--- config.mk ---
export PLATFORM = sky130hd
export DESIGN_NAME = rule_sched_core
export DESIGN_NICKNAME = d
export VERILOG_FILES = /design/src/rtl/rsc_pkg.sv /design/src/rtl/rsc_pick.sv /design/src/rtl/rsc_merge.sv /design/src/rtl/rsc_state.sv /design/src/rtl/rule_sched_core.sv
export SDC_FILE = /design/constraint.sdc
export NUM_CORES = 1
export LEC_CHECK = 0
export ABC_AREA = 1
export BUFFER_PORTS_ARGS = -buffer_cell sky130_fd_sc_hd__clkbuf_2
export CORE_MARGIN = 2
export CORE_UTILIZATION = 38
export CTS_BUF_LIST = sky130_fd_sc_hd__clkbuf_2 sky130_fd_sc_hd__clkbuf_4 sky130_fd_sc_hd__clkbuf_8
export DETAILED_ROUTE_END_ITERATION = 16
export PLACE_DENSITY = 0.94
export REMOVE_ABC_BUFFERS = 1
export SLEW_MARGIN = 40
export SYNTH_ARGS = -nofsm -noshare
export SYNTH_HDL_FRONTEND = slang
export SYNTH_SLANG_ARGS = --single-unit
--- constraint.sdc ---
create_clock -name clk -period 0.9 [get_ports clk]
set_clock_uncertainty 0.1 [all_clocks]
set_input_delay 0.045 -clock clk [delete_from_list [all_inputs] [get_ports clk]]
set_output_delay 0.045 -clock clk [all_outputs]
set_load 0.05 [all_outputs]
--- src/rtl/rsc_pkg.sv ---
package rsc_pkg;

    typedef enum logic {
        SCHED_ONE  = 1'b0,
        SCHED_MANY = 1'b1
    } sched_mode_e;

endpackage

--- src/rtl/rsc_pick.sv ---
module rsc_pick
    import rsc_pkg::*;
#(
    parameter int          N        = 4,
    parameter sched_mode_e MODE     = SCHED_MANY,
    parameter logic [N*N-1:0] CONFLICT = '0
) (
    input  logic         clk,
    input  logic         rst,
    input  logic [N-1:0] can_fire,
    output logic [N-1:0] will_fire
);

    // Walk from rule 0 upward; a rule is blocked by an earlier grant
    always_comb begin
        logic [N-1:0] got;
        logic         blk;
        got = '0;
        for (int i = 0; i < N; i++) begin
            if (MODE == SCHED_MANY)
                blk = |(got & CONFLICT[i*N +: N]);
            else
                blk = |got;
            got[i] = can_fire[i] & ~blk;
        end
        will_fire = got;
    end

    generate
        if (MODE == SCHED_ONE) begin : g_one
            a_r3_single_grant: assert property (@(posedge clk) disable iff (rst)
                $onehot0(will_fire));
        end else begin : g_many
            for (genvar i = 0; i < N; i++) begin : g_i
                for (genvar j = i + 1; j < N; j++) begin : g_j
                    if (CONFLICT[i*N+j]) begin : g_clash
                        a_r4_no_clash_pair: assert property (@(posedge clk) disable iff (rst)
                            !(will_fire[i] && will_fire[j]));
                    end
                end
            end
        end
    endgenerate

endmodule

--- src/rtl/rsc_merge.sv ---
module rsc_merge #(
    parameter int N    = 4,
    parameter int NREG = 3,
    parameter int DW   = 8,
    parameter int IDX  = 0,
    parameter logic [N*NREG-1:0] WRITES = '0,
    parameter logic [N*N-1:0]    SEQ    = '0
) (
    input  logic                 clk,
    input  logic                 rst,
    input  logic [N-1:0]         will_fire,
    input  logic [N*NREG*DW-1:0] rule_val,
    input  logic [DW-1:0]        cur,
    output logic                 we,
    output logic [DW-1:0]        nxt
);

    // Later writers override earlier ones, so the higher index wins
    always_comb begin
        we  = 1'b0;
        nxt = cur;
        for (int r = 0; r < N; r++) begin
            if (WRITES[r*NREG+IDX] && will_fire[r]) begin
                we  = 1'b1;
                nxt = rule_val[(r*NREG+IDX)*DW +: DW];
            end
        end
    end

    generate
        for (genvar a = 0; a < N; a++) begin : g_a
            for (genvar b = a + 1; b < N; b++) begin : g_b
                if (WRITES[a*NREG+IDX] && WRITES[b*NREG+IDX] && !SEQ[a*N+b]) begin : g_chk
                    a_r8_single_writer: assert property (@(posedge clk) disable iff (rst)
                        !(will_fire[a] && will_fire[b]));
                end
            end
        end
    endgenerate

endmodule

--- src/rtl/rsc_state.sv ---
module rsc_state #(
    parameter int NREG = 3,
    parameter int DW   = 8,
    parameter logic [NREG*DW-1:0] INIT = '0
) (
    input  logic               clk,
    input  logic               rst,
    input  logic [NREG-1:0]    we,
    input  logic [NREG*DW-1:0] nxt,
    output logic [NREG*DW-1:0] q
);

    generate
        for (genvar g = 0; g < NREG; g++) begin : g_reg
            always_ff @(posedge clk) begin
                if (rst)
                    q[g*DW +: DW] <= INIT[g*DW +: DW];
                else if (we[g])
                    q[g*DW +: DW] <= nxt[g*DW +: DW];
            end

            a_r7_hold_when_idle: assert property (@(posedge clk) disable iff (rst)
                !we[g] |=> $stable(q[g*DW +: DW]));
        end
    endgenerate

    a_r9_reset_load: assert property (@(posedge clk)
        rst |=> (q == INIT));

endmodule

--- src/rtl/rule_sched_core.sv ---
module rule_sched_core
    import rsc_pkg::*;
#(
    parameter int          N    = 4,
    parameter int          NREG = 3,
    parameter int          DW   = 8,
    parameter sched_mode_e MODE = SCHED_MANY,
    parameter logic [N*N-1:0]     CONFLICT = 16'h4812,
    parameter logic [N*N-1:0]     SEQ      = 16'h0040,
    parameter logic [N*NREG-1:0]  WRITES   = 12'h999,
    parameter logic [NREG*DW-1:0] INIT     = 24'h030201
) (
    input  logic                 clk,
    input  logic                 rst,
    input  logic [N-1:0]         can_fire,
    input  logic [N*NREG*DW-1:0] rule_val,
    output logic [N-1:0]         will_fire,
    output logic [NREG-1:0]      reg_we,
    output logic [NREG*DW-1:0]   reg_q
);

    logic [NREG*DW-1:0] nxt_all;

    rsc_pick #(
        .N(N), .MODE(MODE), .CONFLICT(CONFLICT)
    ) u_pick (
        .clk(clk), .rst(rst), .can_fire(can_fire), .will_fire(will_fire)
    );

    generate
        for (genvar g = 0; g < NREG; g++) begin : g_merge
            rsc_merge #(
                .N(N), .NREG(NREG), .DW(DW), .IDX(g), .WRITES(WRITES), .SEQ(SEQ)
            ) u_merge (
                .clk(clk), .rst(rst), .will_fire(will_fire), .rule_val(rule_val),
                .cur(reg_q[g*DW +: DW]), .we(reg_we[g]), .nxt(nxt_all[g*DW +: DW])
            );
        end
    endgenerate

    rsc_state #(
        .NREG(NREG), .DW(DW), .INIT(INIT)
    ) u_state (
        .clk(clk), .rst(rst), .we(reg_we), .nxt(nxt_all), .q(reg_q)
    );

    a_r1_grant_needs_ready: assert property (@(posedge clk) disable iff (rst)
        (will_fire & ~can_fire) == '0);

    a_r2_no_idle: assert property (@(posedge clk) disable iff (rst)
        (|can_fire) |-> (|will_fire));

endmodule

==> metrics.yaml <==
die:
  die-area_um2: 4230
  fp.dieW_um: 65.1
  rows: 22
  design.core.area_um2: 3630
  initial_utilization: 0.390
  die_h_um: 65.1
  io_pins: 133
clocking:
  cts.path.max_buffers: 2
  cts.htree.levels: 1
  cts_tree: "yes"
  clk_pin_slew_worst_paths_ns: 0.08
  clockRootBuffer: "clkbuf_8"
  cts_made_buffers: 3
  clkLatencyLatePin_ns: 0.26
  cts.sinks: 24
  cts_hold_buf: 28
min_path:
  min_to: "u_state.q[17]$_SDFFE_PP1P_"
  hp-start: "rst"
  min_delay_path_depth: 3
  hold_path_class: "in2reg"
power:
  switchingPower_w: 0.00109
  p_leak_nw: 1.39
  pwr-share-clk: 0.221
  switching_share: 0.339
  vdd_drop_max_mv: 1.25
  p_int_w: 0.00213
  p_comb_frac: 0.397
  powerDensity_nw_per_um2: 1250
  seqPwrFrac: 0.382
logic_synthesis:
  ys_seq_elements: 24
  synth_cells: 204
  async_flop_share: 0
  syn_area_um2: 1420
  synth_seq_area_share: 0.339
  ys_types: 19
  syn_area_per_cell_um2: 6.94
  yosysWarningCount: 0
  synth_edf_count: 0
  synth_flop_cell: "dfxtp_1"
detailed_routing:
  viasPerCell: 4.63
  drtAntennaViolNets: 0
  num_vias: 1698
  drt_iter0_drc: 42
  first_pass_iters: 4
  wire_per_inst_um: 12.4
  drt_wl_total_um: 4550
  drc: 0
run_status:
  status: "complete, but fails checks"
  failed_checks: "hold timing, setup timing"
finish:
  largest_register: "u_state.q"
  post-route-cell-area_um2: 2580
  final_core_util: 0.711
  nFillCells: 268
  largest_reg_flops: 24
  fin_nets: 422
  antenna_cells: 0
  area_growth_pct: 82.5
  reg_top3: "u_state.q: 24 flops"
  drive_gt1_frac: 0.495
place:
  dp_hpwl_um: 2610
  io_buffers: 84
  placed_cell_area_um2: 1880
  gp_congestion: 0.752
  place_ws_ns: -0.0639
critical_path:
  max_stage_delay_ns: 0.36
  r2r_end: "u_state.q[13]$_SDFFE_PP0P_"
  crit_path_cell_trace: "clkbuf_16"
  timing.critical_path.from_type: "flip-flop"
  critical_path_class: "reg2out"
  cpMaxStageDelayCell: "dfxtp_2"
  rr_worst_depth: 4
  reg2reg_slack_ns: 0.12
  critPathMaxFanout: 2
  worstPathArrival_ns: 0.79
  critPathRequiredTime_ns: 0.75
  crit_family: "flip-flops"
  endpoint_kind: "primary output"
  r2r-start: "u_state.q[13]$_SDFFE_PP0P_"
  crit_buf_inv: 1
global_route:
  grt_max_degree: 24
  antenna_found_initial: 0
  grt_pass1_wl_um: 7310
  track_usage: 0.221
  grt_pass1_vias: 1725
  grt-ovfl-total: 0
sta:
  period_needed_ns: 0.934
  tightest_slew_ns: 0.279
  setup_viol: 20
  finalSetupTns_ns: -0.212
  rsz0062_at_grt: "true"
  finalMaxSlewViolations: 0
  clock.fmax_mhz: 1070
  hold_violations: 3
  finalCritPeriodShare: 1.04
  hold_ws_ns: -0.0480
  maxSlewHeadroom: 0.815
  layout_setup_ws_ns: -0.0342
job:
  maxCapViolCount: 0
==> layout make-up <==
| type | count | area (um^2) | area share |
|---|---|---|---|
| sequential | 24 | 510 | 0.197 |
| tap | 48 | 60.1 | 0.0232 |
| multi-input combinational | 138 | 704 | 0.273 |
| inverter | 28 | 118 | 0.0455 |
| timing repair buffer | 124 | 1130 | 0.437 |
| clock buffer | 4 | 55.1 | 0.0213 |
| timing repair inverter | 1 | 8.76 | 0.00339 |
==> cell usage in the layout, fill, tap and decap left out, types with 2 or more instances in the layout <==
cell	count
clkbuf_8	4
nand2_1	72
dfxtp_2	24
inv_1	21
nand3_2	13
a21oi_2	2
nor2_1	15
inv_2	6
buf_8	18
dlygate4sd3_1	26
nand3_1	25
clkbuf_4	5
clkbuf_16	6
clkbuf_2	50
nand2_2	5
buf_4	17
==> worst register-to-register path, stage by stage, from the launching register on <==
cell     delay [ns]
dfxtp_2        0.34
inv_1          0.07
nand3_2        0.08
nand2_1        0.06
nor2_1         0.04
==> cell families after synthesis <==
| logic type | share of synthesized area |
|---|---|
| flip-flops | 0.339 |
| buffers and inverters | 0.170 |
| AO/OA/AOI/OAI | 0.0106 |
| AND/OR/NAND/NOR | 0.480 |
==> power groups by stage <==
stage	clock [W]	combinational, W	sequential [W]
after CTS	0.000744	0.00122	0.00121
after detailed placement	0	0.000951	0.00121
final	0.000712	0.00128	0.00123
after floorplan	0	0.000311	0.00148
after global routing	0.000794	0.00137	0.00124
after global placement	0	0.000938	0.00120
==> worst max-delay path by stage <==
stage                                from                    endpoint  slack (ns)  depth (start not counted)
2_1_floorplan                 can_fire[3]  u_state.q[16]$_SDFFE_PP1P_       -0.21                          4
3_3_place_gp                  can_fire[1]                will_fire[1]       -0.06                          4
3_5_place_dp                  can_fire[1]                will_fire[1]       -0.06                          4
4_1_cts        u_state.q[12]$_SDFFE_PP0P_                   reg_q[12]       -0.04                          1
5_1_grt         u_state.q[9]$_SDFFE_PP1P_                    reg_q[9]       -0.06                          1
6_report        u_state.q[9]$_SDFFE_PP1P_                    reg_q[9]       -0.03                          1
==> through the flow <==
step | total power (W) | cells
after floorplan | 0.00179 | 190
after CTS | 0.00318 | 368
after detailed placement | 0.00216 | 335
after global placement | 0.00214 | 335
after global routing | 0.00340 | 367
final | 0.00322 | 367
==> repair_timing <==
item,CTS,global route
resized for setup,84,27
cloned,0,1
buffers inserted,1,2
setup endpoints to repair,30,36
hold endpoints to repair,19,2
pin swaps,1,6
==> cell usage after synthesis (3+ instances only) <==
| cell | count | area, um^2 |
|---|---|---|
| inv_2 | 6 | 22.5 |
| nand3_2 | 13 | 130 |
| dfxtp_1 | 24 | 480 |
| inv_1 | 21 | 78.8 |
| buf_6 | 3 | 33.8 |
| nand3_1 | 25 | 125 |
| a21oi_1 | 3 | 15.0 |
| buf_4 | 6 | 45.0 |
| nand2_2 | 5 | 31.3 |
| nand2_1 | 72 | 270 |
| buf_2 | 3 | 15.0 |
| nor2_1 | 16 | 60.1 |
==> routing by layer <==
layer	vias up	GRT usage	share of wire
met5	-	0	0
met4	0	0.0313	0.014
met3	8	0.0521	0.070
met2	71	0.473	0.56
met1	772	0.210	0.36
li1	847	-	-
No activity file was read; power rests on OpenSTA's default activity.
